[config.mk]
export PLATFORM = sky130hd
export DESIGN_NAME = boot_mode_loader
export DESIGN_NICKNAME = d
export VERILOG_FILES = /design/src/rtl/bml_pkg.sv /design/src/rtl/bml_clkdiv.sv /design/src/rtl/bml_shift.sv /design/src/rtl/bml_decode.sv /design/src/rtl/boot_mode_loader.sv
export SDC_FILE = /design/constraint.sdc
export NUM_CORES = 1
export LEC_CHECK = 0
export CORE_ASPECT_RATIO = 1.25
export CORE_MARGIN = 8
export CORE_UTILIZATION = 53
export CTS_BUF_LIST = sky130_fd_sc_hd__clkbuf_8
export CTS_CLUSTER_DIAMETER = 120
export DETAILED_ROUTE_END_ITERATION = 6
export PLACE_DENSITY = 0.83
export SETUP_SLACK_MARGIN = 0.2
export SLEW_MARGIN = 0
export SYNTH_ARGS = -nofsm -noshare
export SYNTH_HDL_FRONTEND = slang
export SYNTH_SLANG_ARGS = --single-unit
export TNS_END_PERCENT = 20
[constraint.sdc]
create_clock -name clk -period 2.67 [get_ports clk]
set_clock_uncertainty 0.15 [all_clocks]
set_input_delay 0.6675 -clock clk [delete_from_list [all_inputs] [get_ports clk]]
set_output_delay 0.6675 -clock clk [all_outputs]
set_load 0.02 [all_outputs]
[src/rtl/bml_pkg.sv]
package bml_pkg;
  // stored-word field positions the decoder relies on
  localparam int ENDIAN_SRC_BIT = 8;   // 0: pin decides, 1: stored value decides
  localparam int ENDIAN_VAL_BIT = 7;   // stored byte-order value
  localparam int DRIVE_LO_BIT   = 13;  // drive timing field [14:13]
  localparam int FREQ_EN_A_BIT  = 20;
  localparam int FREQ_EN_B_BIT  = 33;
  localparam int MIN_BITS       = FREQ_EN_B_BIT + 1;

  typedef enum logic [1:0] {
    DRV_NONE = 2'b00,
    DRV_SLOW = 2'b01,
    DRV_FAST = 2'b10,
    DRV_RSVD = 2'b11
  } drive_t;
endpackage

[src/rtl/bml_clkdiv.sv]
module bml_clkdiv #(
  parameter int DIV_LOG2 = 8
) (
  input  logic clk,
  input  logic rst_n,
  input  logic run,
  output logic mode_clk,
  output logic sample_stb
);
  localparam int          CW   = DIV_LOG2;
  localparam logic [CW-1:0] HALF_M1 = CW'((1 << (DIV_LOG2 - 1)) - 1);

  logic [CW-1:0] div_cnt;

  always_ff @(posedge clk or negedge rst_n) begin
    if (!rst_n)    div_cnt <= '0;
    else if (!run) div_cnt <= '0;
    else           div_cnt <= div_cnt + 1'b1;
  end

  // mode clock is the counter MSB; it rises on the edge the strobe marks
  assign mode_clk   = div_cnt[CW-1];
  assign sample_stb = run && (div_cnt == HALF_M1);
endmodule

[src/rtl/bml_shift.sv]
module bml_shift #(
  parameter int NBITS = 256
) (
  input  logic             clk,
  input  logic             rst_n,
  input  logic             run,
  input  logic             stb,
  input  logic             bit_in,
  output logic [NBITS-1:0] word,
  output logic             done
);
  localparam int              IDXW = $clog2(NBITS);
  localparam logic [IDXW-1:0] LAST = IDXW'(NBITS - 1);

  logic [IDXW-1:0] idx;

  always_ff @(posedge clk or negedge rst_n) begin
    if (!rst_n) begin
      word <= '0;
      idx  <= '0;
      done <= 1'b0;
    end else if (!run) begin
      word <= '0;
      idx  <= '0;
      done <= 1'b0;
    end else if (stb && !done) begin
      // enter at the top: after NBITS shifts the first bit sits at [0]
      word <= {bit_in, word[NBITS-1:1]};
      if (idx == LAST) done <= 1'b1;
      else             idx  <= idx + 1'b1;
    end
  end
endmodule

[src/rtl/bml_decode.sv]
module bml_decode
  import bml_pkg::*;
#(
  parameter int NBITS = 256
) (
  input  logic [NBITS-1:0] word,
  input  logic             done,
  input  logic             pin_big,
  output logic [NBITS-1:0] mode_word,
  output logic             big_endian,
  output logic [1:0]       drive_sel,
  output logic             cfg_err
);
  drive_t drv;

  always_comb begin
    drv        = drive_t'(word[DRIVE_LO_BIT +: 2]);
    mode_word  = done ? word : '0;
    big_endian = done && (word[ENDIAN_SRC_BIT] ? word[ENDIAN_VAL_BIT] : pin_big);
    drive_sel  = done ? drv : DRV_NONE;
    cfg_err    = done && !(word[FREQ_EN_A_BIT] && word[FREQ_EN_B_BIT]);
  end
endmodule

[src/rtl/boot_mode_loader.sv]
module boot_mode_loader #(
  parameter int NBITS    = 256,
  parameter int DIV_LOG2 = 8
) (
  input  logic             clk,
  input  logic             rst_n,
  input  logic             power_ok,
  input  logic             mode_in,
  input  logic             big_endian_pin,
  output logic             mode_clk,
  output logic             load_done,
  output logic [NBITS-1:0] mode_word,
  output logic             big_endian,
  output logic [1:0]       drive_sel,
  output logic             cfg_err
);
  logic             stb;
  logic [NBITS-1:0] raw_word;

  bml_clkdiv #(.DIV_LOG2(DIV_LOG2)) u_div (
    .clk        (clk),
    .rst_n      (rst_n),
    .run        (power_ok),
    .mode_clk   (mode_clk),
    .sample_stb (stb)
  );

  bml_shift #(.NBITS(NBITS)) u_shift (
    .clk    (clk),
    .rst_n  (rst_n),
    .run    (power_ok),
    .stb    (stb),
    .bit_in (mode_in),
    .word   (raw_word),
    .done   (load_done)
  );

  bml_decode #(.NBITS(NBITS)) u_dec (
    .word       (raw_word),
    .done       (load_done),
    .pin_big    (big_endian_pin),
    .mode_word  (mode_word),
    .big_endian (big_endian),
    .drive_sel  (drive_sel),
    .cfg_err    (cfg_err)
  );
endmodule

# Yosys cells after proc, flatten, opt, wreduce, memory -nomap -nowiden
# Cells that the tools add are included.
[word_totals] regBits=273 inputBits=5 output_inout_bits=262 word_cells=32
[classes] addsub=2 eq_ne=5 muxes=12 reduce_logical=9
[op_table] op="two-way mux 256 bit" count=3
[op_table] op="two-way mux 8 bit" count=4
[op_table] op="adder 8 x 1 -> 8 bit (second input constant)" count=2
[op_table] op="== test 8 x 7 -> 1 bit (second input constant)" count=1
[op_table] op="== test 8 bit (second input constant)" count=1
[op_table] op="logical AND 1 bit" count=5
[op_table] op="two-way mux 1 bit" count=4
[op_table] op="inequality test 2 x 1 -> 1 bit (second input constant)" count=2
[op_table] op="AND reduction 2 bit" count=2
[op_table] op="zero test 1 bit" count=2
[op_table] op="two-way mux 2 bit" count=1
[op_table] op="inequality test 2 bit (second input constant)" count=1

# Depth between registers and ports, before layout
[depth] depth_word=5 ltp_mapped=8 depth_no_buf=5

# Hierarchy
# From an unflattened synthesis, not the netlist that was laid out.
[hier_totals] cells_unflattened=1481 area_unflattened_um2=12776.0
[modules_own_cells] module="bml_shift" instances=1 cells_each=1159 area_each_um2=10478.8 seq_area_each_um2=6631.4
[modules_own_cells] module="bml_decode" instances=1 cells_each=289 area_each_um2=1929.4 seq_area_each_um2=0.0
[modules_own_cells] module="bml_clkdiv" instances=1 cells_each=33 area_each_um2=367.9 seq_area_each_um2=200.2

# Least setup slack after synthesis
# No wires, ideal clock.
[synth_timing] path_type="register -> output" from="register u_shift.done" to="output port cfg_err" t_arrival_ns=1.469 t_required_ns=1.852 path_slack_ns=0.384 stages_incl_launch_ff=4 path_buffers=2 path_cell_list="dfrtp_1 clkbuf_1 clkbuf_1 a21boi_0"
[synth_between] elab_chain_cells=1
[synth_lines] item="start: declaration" line_no="bml_shift.sv:10" source="output logic done"
[synth_lines] item="start signal: assignment" line_no="bml_shift.sv:21" source="done <= 1'b0;"
[synth_lines] item="start signal: assignment" line_no="bml_shift.sv:25" source="done <= 1'b0;"
[synth_lines] item="start signal: assignment" line_no="bml_shift.sv:29" source="if (idx == LAST) done <= 1'b1;"
[synth_lines] item="logical AND 1 bit" line_no="bml_decode.sv:21" source="cfg_err = done && !(word[FREQ_EN_A_BIT] && word[FREQ_EN_B_BIT]);"
[synth_lines] item="end: declaration" line_no="boot_mode_loader.sv:15" source="output logic cfg_err"
# Every way passes these cells.

# Final worst setup path
[layout_timing] from="register u_shift.done" to="output port mode_word[188]"
[layout_between] elab_chain_cells=1
[layout_lines] item="two-way mux 256 bit" line_no="bml_decode.sv:18" source="mode_word = done ? word : '0;"
[layout_lines] item="end: declaration" line_no="boot_mode_loader.sv:12" source="output logic [NBITS-1:0] mode_word,"
# Every way passes these cells.

==> impl_metrics.toml <==
[worst_setup_path]
crit_type = "reg -> out"
cp.arrival_ns = 1.78
critPathMaxFanout = 7
cp-start-kind = "flop"
cp.required_ns = 1.85
critPathCaptureType = "output port"

[synthesis]
ys_warn_count = 0
synth_flop_cell = "dfrtp_1"
synthDistinctLibCells = 32
syn_inst = 1483
yosysSeqAreaShare_pct = 54.50
synthArstFlopShare_pct = 100.0
yosysTopAreaCell = "dfrtp_1"
syn_nets = 1490
yosys.area.top_type_share_pct = 54.50
syn_area_sq_um = 12540
avgSynthCellArea_sq_um = 8.453
ys_top_cells_by_area = "dfrtp_1, nand2_1, and2_1"
ys_seq_elements = 273
synth_enable_flop_cells = 0

[sta]
setup_violations = 0
period_minus_slack_ns = 2.600
rsz0062_at_grt = "yes"
finalHoldViolCount = 0
max_freq_ghz = 0.3847
finalWorstSetupSlack_ns = 0.07040
maxSlewHeadroom_pct = 61.63
setup_tns_ns = 0
final_max_slew_viol_count = 0
post-route-period-util_pct = 97.36
tightest_slew_ns = 0.5756

[route]
vias = 11090
antenna_left = 0
wl_per_cell_um = 17.62
wl_um = 36000
drtIter0Drc = 707
route.detailed.drc = 0
dr.pass1.iters = 5
vias_per_cell = 5.430

[clock_tree]
numClockSinks = 273
cts.clk_slew.worst_paths_ns = 0.06
cts_made_buffers = 44
cts_tree = "yes"
cts_buffer_depth = 3
insertion_delay_ns = 0.53
htree_num_levels = 2
root_buffer = "clkbuf_8"

[grt]
antenna_found_initial = 0
grt_pass1_wl_um = 56300
grt_overflow = 0
first_global_vias = 11030
grt_max_degree = 135
grt_usage_pct = 23.36

[floorplanning]
ios = 267
start_util_pct = 53.37
die_w_um = 153.6
core_area_sq_um = 23490
fp-row-count = 63
die_area_sq_um = 28860
die_height_um = 187.9

[power_and_ir_drop]
ir_drop_uv = 273.7
powerDensity_nw_per_um2 = 481.3
p_total_mw = 7.960
p_leak_nw = 8.822

[finish]
fin_util_pct = 70.41
insertedDiodeCount = 0
final_common_cell = "nand2_1"
layout_common_cells = "nand2_1, dfrtp_1, a21oi_1, and2_1, dlymetal6s2s_1"
syn_to_final_growth_pct = 31.94
layout.nets = 1728
drive_above_1_share_pct = 19.70
final_cell_count_no_fill = 2043

[run_status]
status = "finished, final reports clean"

[run]
max_cap_violations = 0

[place]
hpwl_um = 21130
preCtsSetupSlack_ns = -0.1630
io_buffers = 266
place_inst = 1947
place.gp.congestion = 0.7882

[worst_hold_path]
hp-class = "reg -> reg"
[power by group]
group	switching, mW	total, mW	leakage, nW	internal (mW)
Sequential	0.00296	4.14	3.81	4.14
Clock	1.64	3.63	0.508	1.99
Combinational	0.153	0.189	4.50	0.0361
[metal layers]
metal	routed length (um)	GRT usage, %
met2	18280	39.64
met3	2097	4.975
met5	0	0
met4	1490	10.91
met1	14130	27.95
[worst paths after layout]
kind | endpoint | start | slack (ns) | cells past startpoint
max | mode_word[188] | u_shift.done | 0.07 | 5
min | u_div.div_cnt[0] | u_div.div_cnt[0] | 0.31 | 1
max reg2reg | u_shift.idx[3] | u_shift.done | 0.14 | 6
min reg2reg | u_div.div_cnt[0] | u_div.div_cnt[0] | 0.31 | 1
max in group asynchronous | u_shift.word[29] | rst_n | 1.13 | 3
min in group asynchronous | u_shift.word[195] | rst_n | 0.44 | 2
[cells in the mapped netlist, drive strengths merged (2+ instances only)]
master	count
nand2	517
dfrtp	273
a21oi	266
and2	257
clkbuf	97
buf	22
nand3	5
nor2	5
o21ai	5
and3	4
or3	4
or4	3
ha	2
inv	2
mux2i	2
nor2b	2
nor4	2
o31ai	2
xor2	2
[final cells by class]
cell class | count | area (sq um)
tap | 292 | 365.4
timing repair buffer | 311 | 3083
sequential | 273 | 6835
clock buffer | 60 | 825.8
fill | 1795 | 6950
multi-input combinational | 1089 | 5348
inverter | 2 | 15.01
clock inverter | 16 | 67.56
[worst max-delay path: stages (launching register included)]
cell,delay [ns]
dfrtp_4,0.54
buf_6,0.16
buf_12,0.13
clkbuf_16,0.16
and2_4,0.14
buf_6,0.12
[per-stage QoR]
step	hold slack (ns)	cell area (sq um)
3_5_place_dp	0.2990	15490
5_1_grt	0.3439	16540
2_1_floorplan	0.2219	12540
6_report	0.3058	16540
3_3_place_gp	0.2890	15490
4_1_cts	0.3074	16400
[state kept, by name (all words and copies together), names as in the netlist]
register       flops
u_shift.idx        8
u_shift.done       1
u_shift.word     256
u_div.div_cnt      8
[logic make-up after synthesis]
family          synth area share [%]
buf+inv                        3.883
flops                          54.50
fa+ha+maj                     0.1996
mux                           0.1597
simple gates                   29.78
compound gates                 11.27
xor+xnor                      0.2096
[what timing repair did]
item                                    in CTS  in global routing
buffers inserted                             5                  3
gates resized for setup                    322                484
endpoints found under the setup margin     262                263
hold buffers                                 1                  0
gates cloned                                 4                  7
hold endpoints to repair                    31                  0
Note: power is estimated with default switching activity, not from simulation.
